===== src/rtl/ptw_pkg.sv =====
package ptw_pkg;

    typedef enum logic [2:0] {
        ST_IDLE,
        ST_L1_REQ,
        ST_L1_WAIT,
        ST_L2_REQ,
        ST_L2_WAIT,
        ST_DONE
    } walk_state_t;

    typedef enum logic [1:0] {
        PTE_FAULT,
        PTE_LEAF,
        PTE_NEXT
    } pte_kind_t;

endpackage


===== src/rtl/pte_decode.sv =====
module pte_decode
    import ptw_pkg::*;
#(
    parameter int VA_W        = 32,
    parameter int PA_W        = 36,
    parameter int PTE_W       = 32,
    parameter int L1_IDX_W    = 12,
    parameter int L2_IDX_W    = 8,
    parameter int LPAGE_OFS_W = 16,
    parameter int ENT_SHIFT   = 4,
    parameter int PFN_SHIFT   = 12,
    parameter int TBL_ALIGN_W = 6
) (
    input  logic [VA_W-1:0]  va,
    input  logic [VA_W-1:0]  base,
    input  logic             wide,
    input  logic             level2,
    input  logic [PTE_W-1:0] entry,
    output pte_kind_t        kind,
    output logic [PA_W-1:0]  leaf_pa,
    output logic [PA_W-1:0]  l1_addr,
    output logic [PA_W-1:0]  l2_addr
);
    localparam int SECT_OFS_W = VA_W - L1_IDX_W;
    localparam int PAGE_OFS_W = SECT_OFS_W - L2_IDX_W;
    localparam logic [PA_W-1:0] ONES      = {PA_W{1'b1}};
    localparam logic [PA_W-1:0] SECT_KEEP = ONES << SECT_OFS_W;
    localparam logic [PA_W-1:0] LPG_KEEP  = ONES << LPAGE_OFS_W;
    localparam logic [PA_W-1:0] SPG_KEEP  = ONES << PAGE_OFS_W;

    logic [PA_W-1:0] ent_ext;
    logic [PA_W-1:0] ent_sh;
    logic [PA_W-1:0] tbl_ext;
    logic [PA_W-1:0] tbl_sh;
    logic [PA_W-1:0] base_byte;
    logic [PA_W-1:0] va_ext;

    assign va_ext    = PA_W'(va);
    assign ent_ext   = PA_W'(entry);
    assign ent_sh    = wide ? (ent_ext << ENT_SHIFT) : ent_ext;
    assign tbl_ext   = PA_W'({entry[PTE_W-1:TBL_ALIGN_W], {TBL_ALIGN_W{1'b0}}});
    assign tbl_sh    = wide ? (tbl_ext << ENT_SHIFT) : tbl_ext;
    assign base_byte = wide ? PA_W'({base, {PFN_SHIFT{1'b0}}}) : PA_W'(base);

    assign l1_addr = base_byte + PA_W'({va[VA_W-1:SECT_OFS_W], 2'b00});
    assign l2_addr = tbl_sh + PA_W'({va[SECT_OFS_W-1:PAGE_OFS_W], 2'b00});

    always_comb begin
        kind    = PTE_FAULT;
        leaf_pa = '0;
        if (!level2) begin
            unique case (entry[1:0])
                2'b10: begin
                    kind    = PTE_LEAF;
                    leaf_pa = (ent_sh & SECT_KEEP) | (va_ext & ~SECT_KEEP);
                end
                2'b01:   kind = PTE_NEXT;
                default: kind = PTE_FAULT;
            endcase
        end else begin
            unique case (entry[1:0])
                2'b10, 2'b11: begin
                    kind    = PTE_LEAF;
                    leaf_pa = (ent_sh & SPG_KEEP) | (va_ext & ~SPG_KEEP);
                end
                2'b01: begin
                    kind    = PTE_LEAF;
                    leaf_pa = (ent_sh & LPG_KEEP) | (va_ext & ~LPG_KEEP);
                end
                default: kind = PTE_FAULT;
            endcase
        end
    end

    always_comb begin
        if (level2) begin
            AST_L2_NEVER_NEXT: assert (kind != PTE_NEXT);
        end
    end

endmodule


===== src/rtl/walk_fsm.sv =====
module walk_fsm
    import ptw_pkg::*;
#(
    parameter int VA_W       = 32,
    parameter int PA_W       = 36,
    parameter int PAGE_OFS_W = 12
) (
    input  logic            clk,
    input  logic            rst_n,
    input  logic            req_valid,
    output logic            req_ready,
    input  logic [VA_W-1:0] req_va,
    input  logic            req_write,
    input  logic [VA_W-1:0] tbl_base,
    input  logic            pa36_mode,
    output logic            mem_req_valid,
    input  logic            mem_req_ready,
    output logic [PA_W-1:0] mem_req_addr,
    input  logic            mem_rsp_valid,
    output logic            done_valid,
    output logic [PA_W-1:0] done_pa,
    output logic [VA_W-1:0] done_va,
    output logic            done_fault_rd,
    output logic            done_fault_wr,
    output logic [VA_W-1:0] cur_va,
    output logic [VA_W-1:0] cur_base,
    output logic            cur_wide,
    output logic            level2,
    input  pte_kind_t       dec_kind,
    input  logic [PA_W-1:0] dec_leaf_pa,
    input  logic [PA_W-1:0] dec_l1_addr,
    input  logic [PA_W-1:0] dec_l2_addr
);
    walk_state_t state_q, state_d;
    logic [VA_W-1:0] va_q, base_q;
    logic            wr_q, wide_q, flt_q;
    logic [PA_W-1:0] pa_q, nxt_q;

    always_ff @(posedge clk) begin
        if (!rst_n) state_q <= ST_IDLE;
        else        state_q <= state_d;
    end

    always_comb begin
        state_d = state_q;
        unique case (state_q)
            ST_IDLE:    if (req_valid)     state_d = ST_L1_REQ;
            ST_L1_REQ:  if (mem_req_ready) state_d = ST_L1_WAIT;
            ST_L1_WAIT: if (mem_rsp_valid)
                            state_d = (dec_kind == PTE_NEXT) ? ST_L2_REQ : ST_DONE;
            ST_L2_REQ:  if (mem_req_ready) state_d = ST_L2_WAIT;
            ST_L2_WAIT: if (mem_rsp_valid) state_d = ST_DONE;
            ST_DONE:                       state_d = ST_IDLE;
            default:                       state_d = ST_IDLE;
        endcase
    end

    always_ff @(posedge clk) begin
        if (!rst_n) begin
            va_q   <= '0;
            base_q <= '0;
            wr_q   <= 1'b0;
            wide_q <= 1'b0;
            flt_q  <= 1'b0;
            pa_q   <= '0;
            nxt_q  <= '0;
        end else begin
            if (state_q == ST_IDLE && req_valid) begin
                va_q   <= req_va;
                base_q <= tbl_base;
                wr_q   <= req_write;
                wide_q <= pa36_mode;
            end
            if (state_q == ST_L1_WAIT && mem_rsp_valid) begin
                nxt_q <= dec_l2_addr;
                pa_q  <= (dec_kind == PTE_LEAF) ? dec_leaf_pa : '0;
                flt_q <= (dec_kind == PTE_FAULT);
            end
            if (state_q == ST_L2_WAIT && mem_rsp_valid) begin
                pa_q  <= (dec_kind == PTE_LEAF) ? dec_leaf_pa : '0;
                flt_q <= (dec_kind != PTE_LEAF);
            end
        end
    end

    always_comb begin
        req_ready     = (state_q == ST_IDLE);
        mem_req_valid = (state_q == ST_L1_REQ) || (state_q == ST_L2_REQ);
        mem_req_addr  = (state_q == ST_L2_REQ) ? nxt_q : dec_l1_addr;
        done_valid    = (state_q == ST_DONE);
        done_pa       = pa_q;
        done_va       = va_q;
        done_fault_rd = (state_q == ST_DONE) && flt_q && !wr_q;
        done_fault_wr = (state_q == ST_DONE) && flt_q && wr_q;
        cur_va        = va_q;
        cur_base      = base_q;
        cur_wide      = wide_q;
        level2        = (state_q == ST_L2_WAIT);
    end

    AST_DONE_ONE_CYCLE: assert property (@(posedge clk) disable iff (!rst_n)
        done_valid |=> !done_valid);
    AST_READY_AFTER_DONE: assert property (@(posedge clk) disable iff (!rst_n)
        done_valid |=> req_ready);
    AST_BUSY_AFTER_ACCEPT: assert property (@(posedge clk) disable iff (!rst_n)
        req_valid && req_ready |=> !req_ready);
    AST_MEM_HOLD: assert property (@(posedge clk) disable iff (!rst_n)
        mem_req_valid && !mem_req_ready |=> mem_req_valid && $stable(mem_req_addr));
    AST_NO_REISSUE: assert property (@(posedge clk) disable iff (!rst_n)
        mem_req_valid && mem_req_ready |=> !mem_req_valid);
    AST_FAULT_ONEHOT: assert property (@(posedge clk) disable iff (!rst_n)
        $onehot0({done_fault_rd, done_fault_wr}));
    AST_PAGE_OFFSET: assert property (@(posedge clk) disable iff (!rst_n)
        done_valid && !done_fault_rd && !done_fault_wr
        |-> done_pa[PAGE_OFS_W-1:0] == done_va[PAGE_OFS_W-1:0]);

endmodule


===== src/rtl/iova_walker.sv =====
module iova_walker
    import ptw_pkg::*;
#(
    parameter int VA_W        = 32,
    parameter int PA_W        = 36,
    parameter int PTE_W       = 32,
    parameter int L1_IDX_W    = 12,
    parameter int L2_IDX_W    = 8,
    parameter int LPAGE_OFS_W = 16,
    parameter int ENT_SHIFT   = 4,
    parameter int PFN_SHIFT   = 12,
    parameter int TBL_ALIGN_W = 6
) (
    input  logic             clk,
    input  logic             rst_n,
    input  logic             req_valid,
    output logic             req_ready,
    input  logic [VA_W-1:0]  req_va,
    input  logic             req_write,
    input  logic [VA_W-1:0]  tbl_base,
    input  logic             pa36_mode,
    output logic             mem_req_valid,
    input  logic             mem_req_ready,
    output logic [PA_W-1:0]  mem_req_addr,
    input  logic             mem_rsp_valid,
    input  logic [PTE_W-1:0] mem_rsp_data,
    output logic             done_valid,
    output logic [PA_W-1:0]  done_pa,
    output logic [VA_W-1:0]  done_va,
    output logic             done_fault_rd,
    output logic             done_fault_wr
);
    localparam int PAGE_OFS_W = VA_W - L1_IDX_W - L2_IDX_W;

    logic [VA_W-1:0] cur_va, cur_base;
    logic            cur_wide, level2;
    pte_kind_t       dec_kind;
    logic [PA_W-1:0] dec_leaf_pa, dec_l1_addr, dec_l2_addr;

    walk_fsm #(
        .VA_W       (VA_W),
        .PA_W       (PA_W),
        .PAGE_OFS_W (PAGE_OFS_W)
    ) u_fsm (
        .clk           (clk),
        .rst_n         (rst_n),
        .req_valid     (req_valid),
        .req_ready     (req_ready),
        .req_va        (req_va),
        .req_write     (req_write),
        .tbl_base      (tbl_base),
        .pa36_mode     (pa36_mode),
        .mem_req_valid (mem_req_valid),
        .mem_req_ready (mem_req_ready),
        .mem_req_addr  (mem_req_addr),
        .mem_rsp_valid (mem_rsp_valid),
        .done_valid    (done_valid),
        .done_pa       (done_pa),
        .done_va       (done_va),
        .done_fault_rd (done_fault_rd),
        .done_fault_wr (done_fault_wr),
        .cur_va        (cur_va),
        .cur_base      (cur_base),
        .cur_wide      (cur_wide),
        .level2        (level2),
        .dec_kind      (dec_kind),
        .dec_leaf_pa   (dec_leaf_pa),
        .dec_l1_addr   (dec_l1_addr),
        .dec_l2_addr   (dec_l2_addr)
    );

    pte_decode #(
        .VA_W        (VA_W),
        .PA_W        (PA_W),
        .PTE_W       (PTE_W),
        .L1_IDX_W    (L1_IDX_W),
        .L2_IDX_W    (L2_IDX_W),
        .LPAGE_OFS_W (LPAGE_OFS_W),
        .ENT_SHIFT   (ENT_SHIFT),
        .PFN_SHIFT   (PFN_SHIFT),
        .TBL_ALIGN_W (TBL_ALIGN_W)
    ) u_dec (
        .va      (cur_va),
        .base    (cur_base),
        .wide    (cur_wide),
        .level2  (level2),
        .entry   (mem_rsp_data),
        .kind    (dec_kind),
        .leaf_pa (dec_leaf_pa),
        .l1_addr (dec_l1_addr),
        .l2_addr (dec_l2_addr)
    );

endmodule


===== config.mk =====
export PLATFORM = sky130hd
export DESIGN_NAME = iova_walker
export DESIGN_NICKNAME = d
export VERILOG_FILES = /design/src/rtl/ptw_pkg.sv /design/src/rtl/pte_decode.sv /design/src/rtl/walk_fsm.sv /design/src/rtl/iova_walker.sv
export SDC_FILE = /design/constraint.sdc
export NUM_CORES = 1
export LEC_CHECK = 0
export ABC_AREA = 1
export BUFFER_PORTS_ARGS = -buffer_cell sky130_fd_sc_hd__buf_2
export CORE_MARGIN = 2
export CORE_UTILIZATION = 56
export DETAILED_ROUTE_END_ITERATION = 16
export PLACE_DENSITY = 0.82
export SYNTH_ARGS = -nofsm -noshare
export SYNTH_HDL_FRONTEND = slang
export SYNTH_HIERARCHICAL = 1
export SYNTH_SLANG_ARGS = --single-unit

===== constraint.sdc =====
create_clock -name clk -period 4.19 [get_ports clk]
set_clock_uncertainty 0.1 [all_clocks]
set_input_delay 0.2095 -clock clk [delete_from_list [all_inputs] [get_ports clk]]
set_output_delay 0.2095 -clock clk [all_outputs]
set_load 0.01 [all_outputs]

After elaboration in Yosys (flattened, before gate mapping)
Index checks and enable logic that the tools add are counted.

word-level totals
  register bits = 142
  input bits = 103
  output and inout port bits = 109
  word-level logic and storage cells = 65

cells by class
  $add $sub $neg = 2
  equality and inequality tests = 16
  muxes and demuxes = 22
  bitwise gates (word level) = 3
  reduce and logical (&&, ||, !) cells = 14

operators with widths
  cell                  count
  $mux W36              9
  $pmux W36 S2          1
  $add A36 B10 Y36      1
  $add A36 B14 Y36      1
  $or A36 B12 Y36       1
  $or A36 B16 Y36       1
  $or A36 B20 Y36       1
  $mux W3               6
  $pmux W3 S5           1
  $ne A2 B2 Y1 const B  5
  $eq A2 B2 Y1 const B  3
  $eq A3 B2 Y1 const B  2
  $eq A3 B3 Y1 const B  2
  $logic_and A1 B1 Y1   6
  $reduce_and A5 Y1     1
  $eq A2 B1 Y1 const B  2
  $pmux W2 S2           1
  $eq A3 B1 Y1 const B  1
  $logic_not A3 Y1      1
  $mux W1               3
  $reduce_or A3 Y1      1
  $logic_not A2 Y1      1
  $mux W2               1
  $ne A2 B1 Y1 const B  1
  other kinds (4)       4

Depth between registers and ports, before layout
Gate-level depths: netlist of run 1.

  depth in word-level cells = 8
  depth in mapped cells = 22
  depth with buffers taken out = 17

Modules after synthesis
Netlist of run 1, hierarchy kept.

modules (own cells, without submodules)
  module      times used  cells each  area an instance (um^2)
  walk_fsm    1           814         6113.4
  pte_decode  1           795         3742.3

Least setup slack after synthesis of run 1
Ideal clock, no wire load.

  path kind = register -> output
  from = reg u_fsm.wide_q (netlist: u_fsm/cur_wide)
  to = out mem_req_addr[28]
  arrival time = 2.857 ns
  data required time = 3.881 ns
  path slack = 1.023 ns
  stages on the path, launching flop included = 23
  cells stage by stage = dfxtp_1 buf_6 buf_6 buf_4 buf_4 buf_2 buf_2 nor2_1 ha_1 inv_1 fa_1 nand3b_1 nand2_1 nand2_1 nand2_1 nand2_1 nand2_1 nand2_1 nand2_1 nand2_1 nand2_1 nand2_1 nand2_1

between the ends
  cells in the longest elaborated chain, start to end = 3

RTL lines
  item                      line               text
  start: declaration        walk_fsm.sv:36     logic wr_q, wide_q, flt_q;
  start signal: assignment  walk_fsm.sv:72     wide_q <= pa36_mode;
  $mux W36                  pte_decode.sv:43   assign base_byte = wide ? PA_W'({base, {PFN_SHIFT{1'b0}}}) : PA_W'(base);
  $add A36 B14 Y36          pte_decode.sv:45   assign l1_addr = base_byte + PA_W'({va[VA_W-1:SECT_OFS_W], 2'b00});
  net dec_l1_addr[28]       iova_walker.sv:38  logic [PA_W-1:0] dec_leaf_pa, dec_l1_addr, dec_l2_addr;
  $mux W36                  walk_fsm.sv:89     mem_req_addr = (state_q == ST_L2_REQ) ? nxt_q : dec_l1_addr;
  end: declaration          iova_walker.sv:24  output logic [PA_W-1:0] mem_req_addr,

The timed path passes the listed nets, and every way through them passes these cells.

Worst setup path after layout of run 1
  from = reg u_fsm.wide_q (netlist: u_fsm/cur_wide)
  to = out mem_req_addr[34]

Same word-level chain as after synthesis.

==> results of run 1 <==
[logic make-up after synthesis]
family,count (synthesis),share of synthesized area
other cells,1,0.000380
buf+inv,278,0.140
flops,142,0.288
simple gates,921,0.393
fa+ha+maj,18,0.0244
compound gates,214,0.123
xor+xnor,35,0.0311
[stage by stage]
stage	total power [W]	cell area, um2	utilization	worst slack (ns)
after floorplan	0.00346	9860	-	1.02
after global placement	0.00396	10500	0.611	1.12
after detailed placement	0.00399	10500	0.611	1.06
after CTS	0.00550	11700	0.680	0.760
after global routing	0.00591	11700	0.680	0.433
final	0.00559	11700	0.680	0.682
[cells in the final DEF, fill, tap and decap left out, types with 4 or more instances in the layout]
master	n
nor2_2	11
buf_4	10
nand3_1	143
dlygate4sd3_1	64
nand4_1	7
nand3_2	21
a21oi_1	99
xnor2_1	9
o21ai_1	12
a21oi_2	21
nand2_2	9
o21ai_2	9
inv_1	153
nand2_1	509
o21ai_0	64
ha_1	16
nor2_1	208
dfxtp_1	141
inv_2	9
xor2_1	26
clkinv_2	5
buf_2	207
clkbuf_16	17
nor3_1	4
[cells in the mapped netlist, types with 9 or more instances]
master    count  area (um2)
inv_1       154         578
a21oi_2      20         175
buf_4        50         375
clkbuf_1     26        97.6
o21ai_1      12        60.1
nor2_1      210         788
o21ai_2       9        78.8
nand3_2      21         210
dfxtp_1     142        2840
o21ai_0      64         320
xnor2_1       9        78.8
nand3_1     143         716
buf_2        24         120
nor2_2       10        62.6
inv_2         9        33.8
ha_1         16         200
a21oi_1     100         500
nand2_1     510        1910
xor2_1       26         228
[flip-flops by register name (all words and copies together), names as in the netlist]
signal	cells
u_fsm/done_pa	36
u_fsm/state_q	3
u_fsm/cur_base	32
u_fsm/wr_q	1
u_fsm/cur_va	32
u_fsm/nxt_q	36
u_fsm/cur_wide	1
u_fsm/flt_q	1
[worst max-delay path: cells and delay by family, from the launching register on]
kind                     cells  cell delay, ns
AO/OA/AOI/OAI                3            0.79
AND/OR/NAND/NOR              7            0.55
flip-flops                   1            0.53
buffers and inverters        4            0.50
adder cells (fa/ha/maj)      1            0.40
[path summary, 6_finish.rpt]
path,start,to,slack [ns],depth (start not counted)
worst max-delay path,u_fsm/cur_wide,mem_req_addr[34],0.68,15
worst min-delay path,tbl_base[5],u_fsm/cur_base[5],0.01,3
worst max register to register,u_fsm/cur_wide,u_fsm/nxt_q[22],1.00,11
worst min register to register,u_fsm/cur_base[3],u_fsm/cur_base[3],0.36,2
[routing by layer]
metal  up-vias  global-route usage  wire [um]
met4         0               0.142       1130
met5         -                   0          0
met2       609               0.582      15400
met3        99              0.0863       3390
met1      5059               0.478      14000
li1       5393                   -          -
[power breakdown]
group | internal, W | total [W] | leakage (nW) | switching, W
Combinational | 0.000718 | 0.00236 | 4.22 | 0.00165
Sequential | 0.00156 | 0.00175 | 1.16 | 0.000183
Clock | 0.000833 | 0.00148 | 0.278 | 0.000647
[area by class of cell]
class,count,area share
Timing Repair Buffer,282,0.151
Multi-Input combinational cell,1190,0.482
Tap cell,225,0.0240
Sequential cell,142,0.242
Clock buffer,19,0.0369
Inverter,164,0.0527
Clock inverter,13,0.0111
==> reports/qor.yml, run 1 <==
global_routing:
  grt_pass1_wl_um: 52800
  grt_use_total: 0.365
  grt_max_degree: 68
  overflow: 0
  grt_pass1_vias: 10300
  antenna_found_initial: 0
setup_path:
  max_stage_delay_ns: 0.53
  cp-end-kind: "output pin"
  crit_type: "reg2out"
  crit_path_cell_trace: "inv_2, o21ai_0, ha_1, a21oi_1, inv_1, a21oi_1, inv_1, nand2_1, nand2_2, nand2_1, nand2_1, nand2_1, nand2_1, nand2_1, buf_2"
  crit_required_ns: 3.88
  path_max_fanout: 17
  crit_slowest_cell: "dfxtp_2"
  cp_data_arrival_time_ns: 3.20
  crit_path_frequent_cell: "nand2_1"
  start_kind: "register"
cts:
  cts_tree: "built"
  clkSlewWorstSetupHoldPaths_ns: 0.06
  clkLatencyLatePin_ns: 0.43
  htreeDepth: 4
  cts-hold-fix-buffers: 64
  cts_resized: 0
  cts.sinks: 142
  clock_path_buffers: 2
  numCtsBuffers: 17
  cts-root-buf: "clkbuf_16"
  post_cts_buffers: 0
routing:
  first_iter_violations: 1217
  drt_first_pass_iters: 6
  vias_per_cell: 5.48
  vias: 11200
  wl_per_cell_um: 16.7
  drc: 0
  drt.antenna.violating_nets: 0
  wl_um: 33900
pwr:
  leakage_nw: 5.66
  peakVddDrop_mv: 0.497
  power_density_mw_per_mm2: 477
hold_path:
  min_path_type: "in2reg"
finish:
  fin_cells: 2035
  multi_input_area_mm2: 0.00565
  n_fill_cell: 1549
  drive_gt1_frac: 0.185
  area_growth_pct: 19.0
  seqCellArea_mm2: 0.00284
  final_nets: 1918
  num_antenna_cells: 0
synthesis:
  async_reset_ff_frac: 0
  ys_types: 39
  avgSynthCellArea_um2: 6.13
  synth_edf_count: 0
  ys_seq_area_frac: 0.288
  synth_area_mm2: 0.00986
  yosysWarnings: 6
  synth_ff_type: "dfxtp_1"
  netlist_instances: 1609
  ys_seq_elements: 142
timing:
  fmax_mhz: 285
  setup_tns_ns: 0
  finalHoldViolations: 0
  period_minus_slack_ns: 3.51
  setup_viol_count_final: 0
  tightestPinTransition_ns: 1.11
  fin_crit_sh: 0.837
  relSlewSlack: 0.261
  rsz0062_at_grt: "false"
  final_max_slew_viol_count: 0
  holdWs_ns: 0.0137
placement:
  globalplace.congestion: 1.00
  portBuffers: 207
  dp.cells: 1939
  hpwl_um: 23800
floorplan:
  dieArea_mm2: 0.0187
  coreArea_mm2: 0.0172
  ios: 212
  rows: 48
  initial_core_util: 0.572
  dieHeight_um: 137
  die_w_um: 137
run_status:
  status: "complete, no violations"
job:
  max-cap-violations: 0
(Power assumes the default switching activity.)
==> run 2, diff against run 1 <==
==> constraint.sdc (replaced) <==
create_clock -name clk -period 3.32 [get_ports clk]
set_clock_uncertainty 0.1 [all_clocks]
set_input_delay 0.166 -clock clk [delete_from_list [all_inputs] [get_ports clk]]
set_output_delay 0.166 -clock clk [all_outputs]
set_load 0.01 [all_outputs]
==> reports/qor.yml, run 2 (synthesis gave the netlist of run 1 again) <==
floorplan:
  dieArea_mm2: 0.0187
  rows: 48
  ios: 212
  coreArea_mm2: 0.0172
  dieHeight_um: 137
  die_w_um: 137
  initial_core_util: 0.572
pwr:
  p_int_w: 0.00396
  p_sw_w: 0.00306
  pwr-share-seq: 0.314
  peakVddDrop_mv: 0.890
  pwr-share-clk: 0.261
  leakage_nw: 5.69
  combPwrFrac: 0.425
  sw_frac_of_total: 0.436
  power_density_mw_per_mm2: 594
finish:
  final_cell_mix: "nand2_1, buf_2, nor2_1, inv_1, nand3_1"
  drive_gt1_frac: 0.194
  area_growth_pct: 20.0
  final_nets: 1927
  final_common_cell: "nand2_1"
  final_core_util: 0.686
hold_path:
  min_path_type: "in2reg"
  worstHoldEndpoint: "u_fsm/state_q[2]"
  hp-start: "mem_rsp_valid"
  holdPathStages: 4
setup_path:
  r2r_slack_ns: 0.40
  crit_slowest_cell: "fa_1"
  start_kind: "register"
  worst_r2r_path_depth: 12
  path_max_fanout: 4
  reg2reg_from: "u_fsm/cur_wide"
  crit_required_ns: 3.05
  crit_path_cell_trace: "inv_1, nor2_1, ha_1, inv_1, fa_1, nand3b_1, nand2_2, nand2_1, nand2_2, nand2_1, nand2_2, nand2_1, nand2_1, nand2_1, nand2_1, nand2_1, nand2_1, buf_2"
  crit_path_frequent_cell: "nand2_1"
  r2r_end: "u_fsm/nxt_q[22]"
  crit_type: "reg2out"
  max_stage_delay_ns: 0.40
  cp-end-kind: "output pin"
  cp_data_arrival_time_ns: 2.89
cts:
  clkSlewWorstSetupHoldPaths_ns: 0.06
  numCtsBuffers: 17
  clkLatencyLatePin_ns: 0.43
  cts-root-buf: "clkbuf_16"
  cts.sinks: 142
  clock_path_buffers: 2
  cts_tree: "built"
  htreeDepth: 4
  post_cts_buffers: 0
timing:
  holdWs_ns: 0.0257
  fmax_mhz: 317
  fin_crit_sh: 0.952
  period_minus_slack_ns: 3.16
  relSlewSlack: 0.168
  finalHoldViolations: 0
  tightestPinTransition_ns: 1.25
  final_max_slew_viol_count: 0
  setup_viol_count_final: 0
  rsz0062_at_grt: "true"
  finalWorstSetupSlack_ns: 0.161
routing:
  first_iter_violations: 1346
  drt_first_pass_iters: 7
  wl_um: 33400
  drc: 0
  vias: 11200
  vias_per_cell: 5.48
  drt.antenna.violating_nets: 0
  wl_per_cell_um: 16.3
global_routing:
  grt_pass1_wl_um: 51300
  grt_use_total: 0.354
  grt_pass1_vias: 10000
  grt_max_degree: 102
  overflow: 0
  antenna_found_initial: 2
placement:
  globalplace.congestion: 1.03
  hpwl_um: 23300
  dp_worst_setup_slack_ns: 0.446
  portBuffers: 207
job:
  max-cap-violations: 0
run_status:
  status: "complete, no violations"
[run 2: stage by stage]
| step | cells | setup TNS, ns | instance area [um2] | power [W] |
|---|---|---|---|---|
| after CTS | 2043 | 0 | 11800 | 0.00691 |
| after detailed placement | 1946 | 0 | 10600 | 0.00502 |
| after global placement | 1946 | 0 | 10600 | 0.00500 |
| final | 2045 | 0 | 11800 | 0.00702 |
| after floorplan | 1610 | 0 | 9860 | 0.00437 |
| after global routing | 2045 | -0.00235 | 11800 | 0.00742 |
[run 2: how the worst max path moves through the flow]
stage                                  end  cells past startpoint               from
final                     mem_req_addr[28]                     18  u_fsm/cur_base[2]
after global routing      mem_req_addr[31]                     15     u_fsm/cur_wide
after CTS                 mem_req_addr[28]                     15     u_fsm/cur_wide
after detailed placement   u_fsm/nxt_q[22]                     12     u_fsm/cur_wide
after global placement     u_fsm/nxt_q[30]                     12     u_fsm/cur_wide
after floorplan           mem_req_addr[28]                     22     u_fsm/cur_wide
[run 2: worst max-delay path: cells and delay by family, from the launching register on]
kind	cells	cell delay [ns]
flops	1	0.35
fa+ha+maj	2	0.59
simple gates	13	1.25
buf+inv	3	0.29
[run 2: per-layer routing]
layer  track usage  part of all wire
met4         0.153             0.042
met5             0                 0
met2         0.564              0.45
met1         0.461              0.41
met3        0.0785             0.097
[run 2: final cells by class]
class	count	area, um2
Clock inverter	11	108
Tap cell	225	282
Multi-Input combinational cell	1190	5680
Fill cell	1484	5410
Clock buffer	20	447
Inverter	164	621
Timing Repair Buffer	291	1840
Sequential cell	142	2850
Antenna cell	2	5.00
[run 2: timing repair]
item,CTS,global route
hold endpoints to repair,66,0
resized for setup,0,17
setup endpoints to repair,0,24
hold buffers,66,0
[run 2: power by group through the flow]
stage | logic (W) | registers, W | clock network [W]
after CTS | 0.00287 | 0.00219 | 0.00185
after global routing | 0.00327 | 0.00224 | 0.00191
after floorplan | 0.00222 | 0.00215 | 0
after detailed placement | 0.00279 | 0.00223 | 0
after global placement | 0.00277 | 0.00223 | 0
final | 0.00299 | 0.00221 | 0.00183
